===== config.mk =====
export PLATFORM = sky130hd
export DESIGN_NAME = ifq_ctrl
export DESIGN_NICKNAME = d
export VERILOG_FILES = /design/src/rtl/ifq_pkg.sv /design/src/rtl/ifq_size.sv /design/src/rtl/ifq_store.sv /design/src/rtl/ifq_fsm.sv /design/src/rtl/ifq_ctrl.sv
export SDC_FILE = /design/constraint.sdc
export NUM_CORES = 1
export LEC_CHECK = 0
export BUFFER_PORTS_ARGS = -buffer_cell sky130_fd_sc_hd__buf_2
export CORE_MARGIN = 2
export CORE_UTILIZATION = 59
export CTS_CLUSTER_DIAMETER = 50
export DETAILED_ROUTE_END_ITERATION = 6
export PLACE_DENSITY = 0.87
export RECOVER_POWER = 100
export SETUP_SLACK_MARGIN = 0.3
export SYNTH_ARGS = -nofsm -noshare
export SYNTH_HDL_FRONTEND = slang
export SYNTH_SLANG_ARGS = --single-unit

===== constraint.sdc =====
create_clock -name clk -period 5.9 [get_ports clk]
set_input_delay 0.885 -clock clk [delete_from_list [all_inputs] [get_ports clk]]
set_output_delay 0.885 -clock clk [all_outputs]
set_load 0.03 [all_outputs]

===== src/rtl/ifq_pkg.sv =====
package ifq_pkg;
    typedef enum logic [1:0] {
        FS_IDLE  = 2'd0,
        FS_ISSUE = 2'd1,
        FS_AWAIT = 2'd2,
        FS_DRAIN = 2'd3
    } fetch_state_e;
endpackage


===== src/rtl/ifq_size.sv =====
module ifq_size #(
    parameter int          ADDR_W   = 16,
    parameter logic [15:0] EXT_BASE = 16'h8000
) (
    input  logic [ADDR_W-1:0] addr_i,
    input  logic              bus8_i,
    output logic              two_o
);
    localparam logic [ADDR_W-1:0] EXT_C = ADDR_W'(EXT_BASE);

    logic is_ext;

    always_comb begin
        is_ext = (addr_i >= EXT_C);
        two_o  = !addr_i[0] && !(is_ext && bus8_i);
    end
endmodule


===== src/rtl/ifq_store.sv =====
module ifq_store #(
    parameter int DEPTH = 4,
    parameter int CNT_W = $clog2(DEPTH + 1)
) (
    input  logic             clk,
    input  logic             rst_n,
    input  logic             clear_i,
    input  logic [1:0]       pop_n_i,
    input  logic [1:0]       push_n_i,
    input  logic [15:0]      push_data_i,
    output logic [15:0]      head_o,
    output logic [CNT_W-1:0] count_o
);
    logic [7:0]       q     [DEPTH];
    logic [7:0]       sh    [DEPTH];
    logic [7:0]       nxt   [DEPTH];
    logic [CNT_W-1:0] keep;

    always_comb begin
        keep = count_o - CNT_W'(pop_n_i);
        for (int i = 0; i < DEPTH; i++) begin
            sh[i] = 8'h00;
            for (int j = 0; j < DEPTH; j++) begin
                if (j == i + int'(pop_n_i)) sh[i] = q[j];
            end
        end
        for (int i = 0; i < DEPTH; i++) begin
            if (i < int'(keep)) begin
                nxt[i] = sh[i];
            end else if (i == int'(keep) && push_n_i != 2'd0) begin
                nxt[i] = push_data_i[7:0];
            end else if (i == int'(keep) + 1 && push_n_i == 2'd2) begin
                nxt[i] = push_data_i[15:8];
            end else begin
                nxt[i] = 8'h00;
            end
        end
    end

    always_ff @(posedge clk or negedge rst_n) begin
        if (!rst_n) begin
            count_o <= '0;
            for (int i = 0; i < DEPTH; i++) q[i] <= 8'h00;
        end else if (clear_i) begin
            count_o <= '0;
        end else begin
            count_o <= keep + CNT_W'(push_n_i);
            for (int i = 0; i < DEPTH; i++) q[i] <= nxt[i];
        end
    end

    assign head_o = {q[1], q[0]};

    p_no_underflow_r2: assert property (@(posedge clk) disable iff (!rst_n)
        int'(pop_n_i) <= int'(count_o));

    p_no_overflow_r8: assert property (@(posedge clk) disable iff (!rst_n)
        !clear_i |-> (int'(count_o) - int'(pop_n_i) + int'(push_n_i) <= DEPTH));
endmodule


===== src/rtl/ifq_fsm.sv =====
module ifq_fsm
    import ifq_pkg::*;
(
    input  logic         clk,
    input  logic         rst_n,
    input  logic         flush_i,
    input  logic         want_i,
    input  logic         ack_i,
    input  logic         done_i,
    output fetch_state_e state_o,
    output logic         issue_o,
    output logic         land_o,
    output logic         req_o
);
    fetch_state_e nxt;

    always_ff @(posedge clk or negedge rst_n) begin
        if (!rst_n) state_o <= FS_IDLE;
        else        state_o <= nxt;
    end

    always_comb begin
        nxt = state_o;
        unique case (state_o)
            FS_IDLE: begin
                if (!flush_i && want_i) nxt = FS_ISSUE;
            end
            FS_ISSUE: begin
                if (ack_i)        nxt = flush_i ? FS_DRAIN : FS_AWAIT;
                else if (flush_i) nxt = FS_IDLE;
            end
            FS_AWAIT: begin
                if (done_i)       nxt = FS_IDLE;
                else if (flush_i) nxt = FS_DRAIN;
            end
            FS_DRAIN: begin
                if (done_i) nxt = FS_IDLE;
            end
            default: nxt = FS_IDLE;
        endcase
    end

    always_comb begin
        issue_o = 1'b0;
        land_o  = 1'b0;
        req_o   = 1'b0;
        unique case (state_o)
            FS_IDLE:  issue_o = !flush_i && want_i;
            FS_ISSUE: req_o   = 1'b1;
            FS_AWAIT: land_o  = done_i && !flush_i;
            FS_DRAIN: ;
            default:  ;
        endcase
    end

    p_done_after_ack_r10: assert property (@(posedge clk) disable iff (!rst_n)
        done_i |-> (state_o == FS_AWAIT || state_o == FS_DRAIN));
endmodule


===== src/rtl/ifq_ctrl.sv =====
module ifq_ctrl
    import ifq_pkg::*;
#(
    parameter int          ADDR_W   = 16,
    parameter int          DEPTH    = 4,
    parameter logic [15:0] EXT_BASE = 16'h8000
) (
    input  logic              clk,
    input  logic              rst_n,
    input  logic              cpu_req_i,
    input  logic              cpu_two_i,
    output logic              stall_o,
    output logic [15:0]       cpu_data_o,
    output logic              fetch_req_o,
    output logic [ADDR_W-1:0] fetch_addr_o,
    output logic              fetch_two_o,
    input  logic              fetch_ack_i,
    input  logic              fetch_done_i,
    input  logic [15:0]       fetch_data_i,
    input  logic              bus_idle_next_i,
    input  logic              bus8_i,
    input  logic              flush_i,
    input  logic [ADDR_W-1:0] redirect_addr_i
);
    localparam int               CNT_W   = $clog2(DEPTH + 1);
    localparam logic [CNT_W-1:0] DEPTH_C = CNT_W'(DEPTH);

    fetch_state_e     state;
    logic [CNT_W-1:0] count, room, need, len;
    logic [ADDR_W-1:0] ptr;
    logic             two_now, two_q, trig, want, issue, land;
    logic [1:0]       pop_n, push_n;

    always_comb begin
        len     = cpu_two_i ? CNT_W'(2) : CNT_W'(1);
        stall_o = cpu_req_i && (flush_i || count < len);
        pop_n   = (cpu_req_i && !stall_o) ? (cpu_two_i ? 2'd2 : 2'd1) : 2'd0;
        push_n  = land ? (two_q ? 2'd2 : 2'd1) : 2'd0;
        need    = two_now ? CNT_W'(2) : CNT_W'(1);
        room    = DEPTH_C - count;
        trig    = (count == '0)
               || (count == CNT_W'(1) && bus_idle_next_i)
               || (cpu_req_i && count < len);
        want    = trig && (need <= room);
    end

    ifq_size #(.ADDR_W(ADDR_W), .EXT_BASE(EXT_BASE)) u_size (
        .addr_i (ptr),
        .bus8_i (bus8_i),
        .two_o  (two_now)
    );

    ifq_fsm u_fsm (
        .clk     (clk),
        .rst_n   (rst_n),
        .flush_i (flush_i),
        .want_i  (want),
        .ack_i   (fetch_ack_i),
        .done_i  (fetch_done_i),
        .state_o (state),
        .issue_o (issue),
        .land_o  (land),
        .req_o   (fetch_req_o)
    );

    ifq_store #(.DEPTH(DEPTH), .CNT_W(CNT_W)) u_store (
        .clk         (clk),
        .rst_n       (rst_n),
        .clear_i     (flush_i),
        .pop_n_i     (pop_n),
        .push_n_i    (push_n),
        .push_data_i (fetch_data_i),
        .head_o      (cpu_data_o),
        .count_o     (count)
    );

    always_ff @(posedge clk or negedge rst_n) begin
        if (!rst_n) begin
            ptr   <= '0;
            two_q <= 1'b0;
        end else begin
            if (issue) two_q <= two_now;
            if (flush_i)   ptr <= redirect_addr_i;
            else if (land) ptr <= ptr + (two_q ? ADDR_W'(2) : ADDR_W'(1));
        end
    end

    assign fetch_addr_o = ptr;
    assign fetch_two_o  = two_q;

    p_prefetch_empty_r3: assert property (@(posedge clk) disable iff (!rst_n)
        (state == FS_IDLE && count == '0 && !flush_i) |=> fetch_req_o);

    p_prefetch_idle_r4: assert property (@(posedge clk) disable iff (!rst_n)
        (state == FS_IDLE && count == CNT_W'(1) && bus_idle_next_i && !flush_i)
        |=> fetch_req_o);

    p_single_odd_r6: assert property (@(posedge clk) disable iff (!rst_n)
        (fetch_req_o && fetch_addr_o[0]) |-> !fetch_two_o);

    p_single_ext8_r7: assert property (@(posedge clk) disable iff (!rst_n)
        (fetch_req_o && bus8_i && fetch_addr_o >= ADDR_W'(EXT_BASE)) |-> !fetch_two_o);

    p_advance_r9: assert property (@(posedge clk) disable iff (!rst_n)
        (state == FS_AWAIT && fetch_done_i && !flush_i)
        |=> fetch_addr_o == $past(fetch_addr_o) + ($past(fetch_two_o) ? ADDR_W'(2) : ADDR_W'(1)));

    p_flush_r10: assert property (@(posedge clk) disable iff (!rst_n)
        flush_i |=> (fetch_addr_o == $past(redirect_addr_i) && count == '0));

    p_req_held_r12: assert property (@(posedge clk) disable iff (!rst_n)
        (fetch_req_o && !fetch_ack_i && !flush_i)
        |=> (fetch_req_o && $stable(fetch_addr_o) && $stable(fetch_two_o)));
endmodule


==> metrics.yaml, run 1 <==
grtUsageTotal_pct: 29.6
drive_above_1_share_pct: 15.5
failed_checks: "max-capacitance violations, max-slew violations"
min_period_ns: 5.41
root_buffer: "clkbuf_8"
synthesis.nets: 425
crit_arrival_ns: 5.60
clock_latency_ns: 0.31
avgViaCountPerCell: 6.63
rsz0062_at_grt: "false"
yosysSeqAreaShare_pct: 37.7
nets: 474
slew_headroom_pct: -93.5
gr-total-overflow: 0
fin_tns_setup_ns: 0
dieArea_mm2: 0.00671
start_kind: "input port"
rows: 28
synth_area_leaders: "dfrtp_1, a32oi_1, buf_4"
required_ns: 6.09
slew_viol_final: 55
totalWireLength_mm: 9.38
slowest_stage: "a21bo_1"
numCtsBuffers: 5
worst_pin_slew_ns: 2.90
io_pins: 76
clk_path_buf_depth: 2
crit_fanout: 21
post_cts_buffers: 0
max_freq_mhz: 185
core_mm2: 0.00589
cpPeakStageDelay_ns: 0.49
status: "finished, violations left"
synth-main-ff-cell: "dfrtp_1"
setup_ws_ns: 0.493
crit_top_cell: "ha_1"
antenna_found_initial: 0
post-place-ws_ns: 0.405
fillers: 509
start_util_pct: 60.8
wire_per_inst_um: 19.0
skew_ns: 0.00513
power_density_mw_per_mm2: 346
drv_cap: 1
power.leakage_uw: 0.00166
die_h_um: 81.9
htreeDepth: 2
drt_iter0_drc: 367
end_kind: "register"
area_growth_pct: 8.67
dp_hpwl_mm: 6.70
synthArstFlopShare_pct: 100
die_w_um: 81.9
hold_class: "register to register"
synth_cell_types: 57
gp_congestion: 1.00
grt_max_degree: 55
tritoncts: "built"
path_buf_inv: 4
clock-sinks: 54
yosys_warnings: 0
via_count: 3277
final-setup-viol-count: 0
cp_cell_sequence: "buf_2 > clkinv_1 > ha_1 > o21ai_0 > a21bo_1 > nor2_1 > ha_1 > inv_1 > fa_1 > xnor2_2 > inv_2 > ha_1 > and3_1 > and3b_1 > a221o_1"
fin_crit_sh_pct: 91.6
drcViolationCount: 0
syn_avg_cell_area_um2: 9.67
hold_viol_final: 0
numPortBuffers: 75
synth-edff-count: 0
crit_family: "adder cells"
ys_ff_latch: 54
synth_cells: 370
synth_area_leader_cell: "dfrtp_1"
grt_pass1_vias: 3174
grt_pass1_wl_mm: 15.3
path_class: "input port to register"
clkTransAtPathRegs_ns: 0.09
netlist_area_mm2: 0.00358
yosys.area.top_type_share_pct: 37.7
insertedDiodeCount: 0
drt_pass1_iterations: 7
drtAntennaViolNets: 0
ir_worst_vdd_v: 0.000201
==> sequential cells by signal, summed over array words and instances (netlist names) <==
signal	count
fetch_addr_o	16
fetch_two_o	1
u_fsm.state_o	2
u_store.count_o	3
u_store.head_o	16
u_store.q	16
==> logic make-up after synthesis <==
| family | Yosys count | synth area share (%) |
|---|---|---|
| multiplexers | 19 | 5.66 |
| flip-flops | 54 | 37.7 |
| adder cells (fa/ha/maj) | 14 | 5.52 |
| AND/OR/NAND/NOR | 114 | 18.5 |
| XOR/XNOR | 12 | 3.46 |
| buffers and inverters | 52 | 7.65 |
| AO/OA/AOI/OAI | 105 | 21.5 |
==> per-layer routing <==
layer	track usage (%)	part of all wire, %	wire length (µm)	up-vias
met5	0	0	0	-
met4	12.8	2.9	276	0
met2	49.1	49	4560	212
met1	37.9	39	3680	1556
met3	5.05	9.2	867	28
li1	-	-	-	1481
==> path summary, 6_finish.rpt <==
kind                       depth (start not counted)                from  slack (ns)            endpoint
max reg2reg                                       13  u_store.count_o[1]        1.55        u_store.q[2]
min                                                1       u_store.q[15]        0.53       u_store.q[15]
min reg2reg                                        1       u_store.q[15]        0.53       u_store.q[15]
max                                               15           cpu_two_i        0.49        u_store.q[2]
max in group asynchronous                          2               rst_n        2.66  u_store.count_o[0]
min in group asynchronous                          2               rst_n        1.59   u_store.head_o[2]
==> cells in the mapped netlist, types with 2 or more instances <==
cell       count
or4_1          3
nand2b_1       4
o21ai_0       16
o22a_1         4
mux2_2        10
a21oi_1       18
nor4_1         4
nor4b_1        2
a32oi_1       20
nor2b_1        5
clkinv_1       3
xnor2_1        8
nand3_1       10
ha_1          11
a221o_1        9
xor2_1         3
buf_2          6
nor3_2         3
clkbuf_1       9
a31oi_1        4
and3_1        11
a221oi_1       5
o2bb2ai_1      4
o31a_1         2
nand2_1       28
mux2i_1        9
nor3_1        19
fa_1           3
nor2_1         9
o21ai_1        9
nor4bb_1       2
inv_1         13
a32o_1         8
or3_1          2
buf_4         19
dfrtp_1       54
==> what timing repair did <==
item | 4_1_cts | 5_1_grt
hold buffers | 0 | 0
gates resized for setup | 0 | 1
setup endpoints to repair | 0 | 2
==> report_power, final <==
group          internal (µW)  switching, µW  total (µW)  leakage [µW]
Combinational            193            378         571      0.000905
Sequential               445           77.0         522      0.000696
Clock                    136            119         255     0.0000573
Total                    773            574        1350       0.00166
==> stage by stage <==
step	cells	area [µm²]	utilization (%)	total power (µW)	hold slack, ns
after floorplan	370	3580	-	982	0.471
after global placement	487	3850	65.5	1090	0.501
after detailed placement	487	3850	65.5	1110	0.505
after CTS	494	3970	67.4	1370	0.527
after global routing	494	3890	66.1	1430	0.549
final	494	3890	66.1	1350	0.531
==> cell type report <==
type	instances	area [µm²]	share of cell area, %
Timing Repair Buffer	77	342	8.78
Tap cell	75	93.8	2.41
Clock buffer	6	82.6	2.12
Multi-Input combinational cell	264	1930	49.5
Inverter	17	63.8	1.64
Clock inverter	1	30.0	0.772
Sequential cell	54	1350	34.7
==> cell usage in the layout (no fill, tap or decap), types with 3 or more instances in the layout <==
cell        n
or3_1       3
nor4_1      4
fa_1        3
o21ai_0    25
ha_1       11
a221oi_1    5
buf_2      39
mux2_2     10
dfrtp_1    54
inv_1      13
or4_1       3
nor3_1     19
o2bb2ai_1   4
nand2_1    28
a32o_1      8
xnor2_1     8
a21oi_1    18
nand3_1    10
clkinv_1    3
and3_1     11
clkbuf_8    6
a31oi_1     4
nor2b_1     5
a32oi_1    20
nand2b_1    4
xor2_1      3
clkbuf_1   37
a221o_1     9
mux2i_1     9
o22a_1      4
nor2_1      9
nor3_2      3
==> worst register-to-register path, cell delays in order (launching register included) <==
cell and delay (ns):
dfrtp_1 0.44, ha_1 0.29, o21ai_0 0.21, a21bo_1 0.49
nor2_1 0.19, ha_1 0.16, inv_1 0.04, fa_1 0.40
xnor2_2 0.39, inv_2 0.27, ha_1 0.38, and3_1 0.30
and3b_1 0.34, a221o_1 0.34
(Power assumes the default switching activity.)
==> run 2: changes to the inputs <==
RECOVER_POWER = unset   (was 100)
==> run 2 against run 1 <==
Effect of this change:
- worst setup slack better by 0.11 ns
- clock-buffer cell count unchanged
- fmax up 2.2%
- the flow now finishes without violations
- critical path depth unchanged
- worst hold slack better by 0.0014 ns
- largest power group unchanged
- core utilization up 1.4 points
==> metrics.yaml, run 2 (same netlist as run 1, synthesis figures left out) <==
start_kind: "input port"
slew_viol_final: 0
clkTransAtPathRegs_ns: 0.09
holdBufCountCts: 0
ir_worst_vdd_v: 0.000207
cts_resized: 0
hold_viol_final: 0
via_count: 3249
io_pins: 76
antenna_found_initial: 0
grt_pass1_wl_mm: 15.3
holdPathEnd: "u_store.q[15]"
hold_start: "u_store.q[15]"
clock_latency_ns: 0.31
r2r_cells: 13
total_power_uw: 1370
numPortBuffers: 75
tritoncts: "built"
min_period_ns: 5.29
clock-sinks: 54
die_h_um: 81.9
placed_cell_area_mm2: 0.00385
insertedDiodeCount: 0
r2r-start: "u_store.count_o[1]"
totalWireLength_mm: 9.39
final_area_mm2: 0.00397
dp_hpwl_mm: 6.70
grt_pass1_vias: 3174
rows: 28
final_cell_mix: "buf_2, dfrtp_1, nand2_1, a32oi_1, nor3_1"
power_density_mw_per_mm2: 345
area_growth_pct: 11.0
post_cts_buffers: 0
start_util_pct: 60.8
rsz0062_at_grt: "false"
numCtsBuffers: 5
avgViaCountPerCell: 6.58
min_path_cells: 1
drive_above_1_share_pct: 25.1
drv_cap: 0
end_kind: "register"
hold_class: "register to register"
die_w_um: 81.9
fin_tns_setup_ns: 0
path_class: "input port to register"
core_mm2: 0.00589
final_common_cell: "buf_2"
crit_arrival_ns: 5.49
gr-total-overflow: 0
grtUsageTotal_pct: 29.6
grt_max_degree: 55
htreeDepth: 2
wire_per_inst_um: 19.0
power.leakage_uw: 0.00180
status: "finished clean"
required_ns: 6.10
dieArea_mm2: 0.00671
final-setup-viol-count: 0
worst_pin_slew_ns: 0.971
drtAntennaViolNets: 0
rr_endpoint: "u_store.q[2]"
drt_pass1_iterations: 5
nets: 474
regToRegSetupSlack_ns: 1.65
fin_crit_sh_pct: 89.7
crit_fanout: 21
slew_headroom_pct: 34.7
skew_ns: 0.00370
drt_iter0_drc: 376
gp_congestion: 1.00
clk_path_buf_depth: 2
root_buffer: "clkbuf_8"
max_freq_mhz: 189
drcViolationCount: 0
## run 2: stage by stage
| step | setup slack [ns] | cells | utilization [%] | hold slack, ns |
|---|---|---|---|---|
| 2_1_floorplan | 0.920 | 370 | - | 0.471 |
| 3_3_place_gp | 0.646 | 487 | 65.5 | 0.501 |
| 6_report | 0.607 | 494 | 67.5 | 0.532 |
| 4_1_cts | 0.712 | 494 | 67.4 | 0.527 |
| 3_5_place_dp | 0.405 | 487 | 65.5 | 0.505 |
| 5_1_grt | 0.366 | 494 | 67.5 | 0.549 |
## run 2: worst max path at each step
stage | from | to | slack [ns]
after global placement | cpu_two_i | u_store.q[7] | 0.65
final | cpu_two_i | u_store.q[2] | 0.61
after CTS | cpu_two_i | u_store.q[2] | 0.71
after detailed placement | cpu_two_i | u_store.q[2] | 0.40
after global routing | cpu_two_i | u_store.q[2] | 0.37
after floorplan | cpu_two_i | u_store.q[0] | 0.92
## run 2: routing by layer
metal	global-route usage [%]	routed length (µm)	vias up
met3	5.05	825	27
met1	37.9	3700	1537
met5	0	0	-
met2	49.1	4580	203
met4	12.8	278	0
li1	-	-	1482
## run 2: critical path, stage by stage
cell,delay (ns)
buf_2,0.42
clkinv_1,0.39
ha_1,0.38
o21ai_0,0.21
a21bo_1,0.49
nor2_1,0.19
ha_1,0.16
inv_1,0.04
fa_1,0.44
xnor2_4,0.30
inv_2,0.23
ha_1,0.36
and3_1,0.31
and3b_1,0.34
a221o_1,0.34
## run 2: cell type report
type / instances / area [µm²]
fillers: 483 / 1910
well taps: 75 / 93.8
flip-flops and latches: 54 / 1350
multi-input cells: 264 / 1960
clock inverters: 1 / 30.0
repair buffers: 77 / 390
clock buffers: 6 / 82.6
inverters: 17 / 63.8
## run 2: report_power, final
part	internal, µW	switching, µW	total (µW)
clock	136	120	256
sequential	445	77.9	523
combinational	214	380	594
==> run 3: changes to the inputs <==
REMOVE_ABC_BUFFERS = 1   (was unset)
==> run 3 against run 2 <==
Effect of this change:
- sequential power barely moved
- clock power is essentially flat
- global-route usage grew 0.57 points
- critical path type unchanged
==> metrics.yaml, run 3 (same netlist as run 1, synthesis figures left out) <==
clk_path_buf_depth: 2
numCtsBuffers: 5
ir_worst_vdd_v: 0.000166
via_count: 3331
fin_crit_sh_pct: 91.2
skew_ns: 0.0101
drt_pass1_iterations: 5
cts_resized: 0
grtUsageTotal_pct: 30.1
end_kind: "register"
antenna_found_initial: 0
crit_arrival_ns: 5.63
required_ns: 6.15
drtAntennaViolNets: 0
start_kind: "input port"
worst_pin_slew_ns: 1.05
grt_pass1_vias: 3058
holdWs_ns: 0.538
hold_class: "register to register"
dp_hpwl_mm: 6.86
grt_pass1_wl_mm: 15.5
insertedDiodeCount: 0
rsz0062_at_grt: "false"
power_density_mw_per_mm2: 347
tritoncts: "built"
start_util_pct: 60.8
grt_max_degree: 55
setup_ws_ns: 0.520
clock-sinks: 54
htreeDepth: 2
totalWireLength_mm: 9.88
clkTransAtPathRegs_ns: 0.11
fin_tns_setup_ns: 0
min_period_ns: 5.38
final-setup-viol-count: 0
holdBufCountCts: 0
avgViaCountPerCell: 6.70
drv_cap: 0
slew_headroom_pct: 29.7
area_growth_pct: 11.1
total_power_uw: 1380
max_freq_mhz: 186
die_w_um: 81.9
gp_congestion: 0.945
clock_latency_ns: 0.32
wire_per_inst_um: 19.9
hold_viol_final: 0
gr-total-overflow: 0
root_buffer: "clkbuf_8"
post_cts_buffers: 0
drt_iter0_drc: 406
post-place-ws_ns: 0.320
crit_fanout: 21
dieArea_mm2: 0.00671
rows: 28
path_class: "input port to register"
final_cell_mix: "buf_2, dfrtp_1, nand2_1, a32oi_1, nor3_1"
nets: 476
core_mm2: 0.00589
slew_viol_final: 0
numPortBuffers: 75
io_pins: 76
drive_above_1_share_pct: 25.4
status: "finished clean"
drcViolationCount: 0
final_common_cell: "buf_2"
die_h_um: 81.9
power.leakage_uw: 0.00181
==> run 3: cell count changes in the layout (fill, tap and decap cells not counted), sizes merged <==
cell | before | now
buf | 77 | 79
clkbuf | 6 | 5
clkinv | 3 | 5
==> run 3: area by class of cell <==
type | count | area, µm²
clock buffer | 5 | 68.8
clock inverter | 3 | 40.0
fill | 463 | 1910
inverter | 17 | 63.8
multi-input combinational | 264 | 1950
sequential | 54 | 1350
tap | 75 | 93.8
timing repair buffer | 79 | 405
==> run 3: metal layers <==
metal	vias up	GRT usage (%)	wire length, µm
met4	0	9.00	188
li1	1489	-	-
met3	31	6.81	1020
met2	227	47.6	4710
met5	-	5.00	0
met1	1584	41.0	3960
==> run 3: stage by stage <==
stage	instances	util (%)	instance area, µm²
4_1_cts	497	67.6	3980
2_1_floorplan	335	-	3370
3_5_place_dp	489	65.7	3870
3_3_place_gp	489	65.7	3870
5_1_grt	497	67.6	3980
6_report	497	67.6	3980
==> run 3: final timing paths <==
| path | slack, ns | startpoint | cells past startpoint | end |
|---|---|---|---|---|
| max reg2reg | 1.68 | u_store.count_o[1] | 14 | u_store.q[12] |
| min in group asynchronous | 0.69 | rst_n | 2 | u_store.q[15] |
| min | 0.54 | u_store.q[9] | 1 | u_store.q[9] |
| max | 0.52 | cpu_two_i | 16 | u_store.q[12] |
| min reg2reg | 0.54 | u_store.q[9] | 1 | u_store.q[9] |
| max in group asynchronous | 4.75 | rst_n | 2 | fetch_addr_o[1] |
==> run 3: critical path, cell delays in order <==
cell	delay (ns)
buf_2	0.44
clkinv_1	0.45
ha_1	0.41
o21ai_0	0.18
a21bo_1	0.48
nor2_1	0.18
ha_1	0.15
inv_1	0.04
fa_1	0.44
xnor2_4	0.29
inv_2	0.22
ha_1	0.36
nor4bb_1	0.54
a32oi_1	0.10
nor3_1	0.24
o22a_1	0.18
==> run 3: where the power goes <==
part / switching, µW / internal, µW / leakage [µW]
logic: 388 / 214 / 0.00106
registers: 80.4 / 445 / 0.000696
clock network: 129 / 125 / 0.0000579
total: 598 / 784 / 0.00181
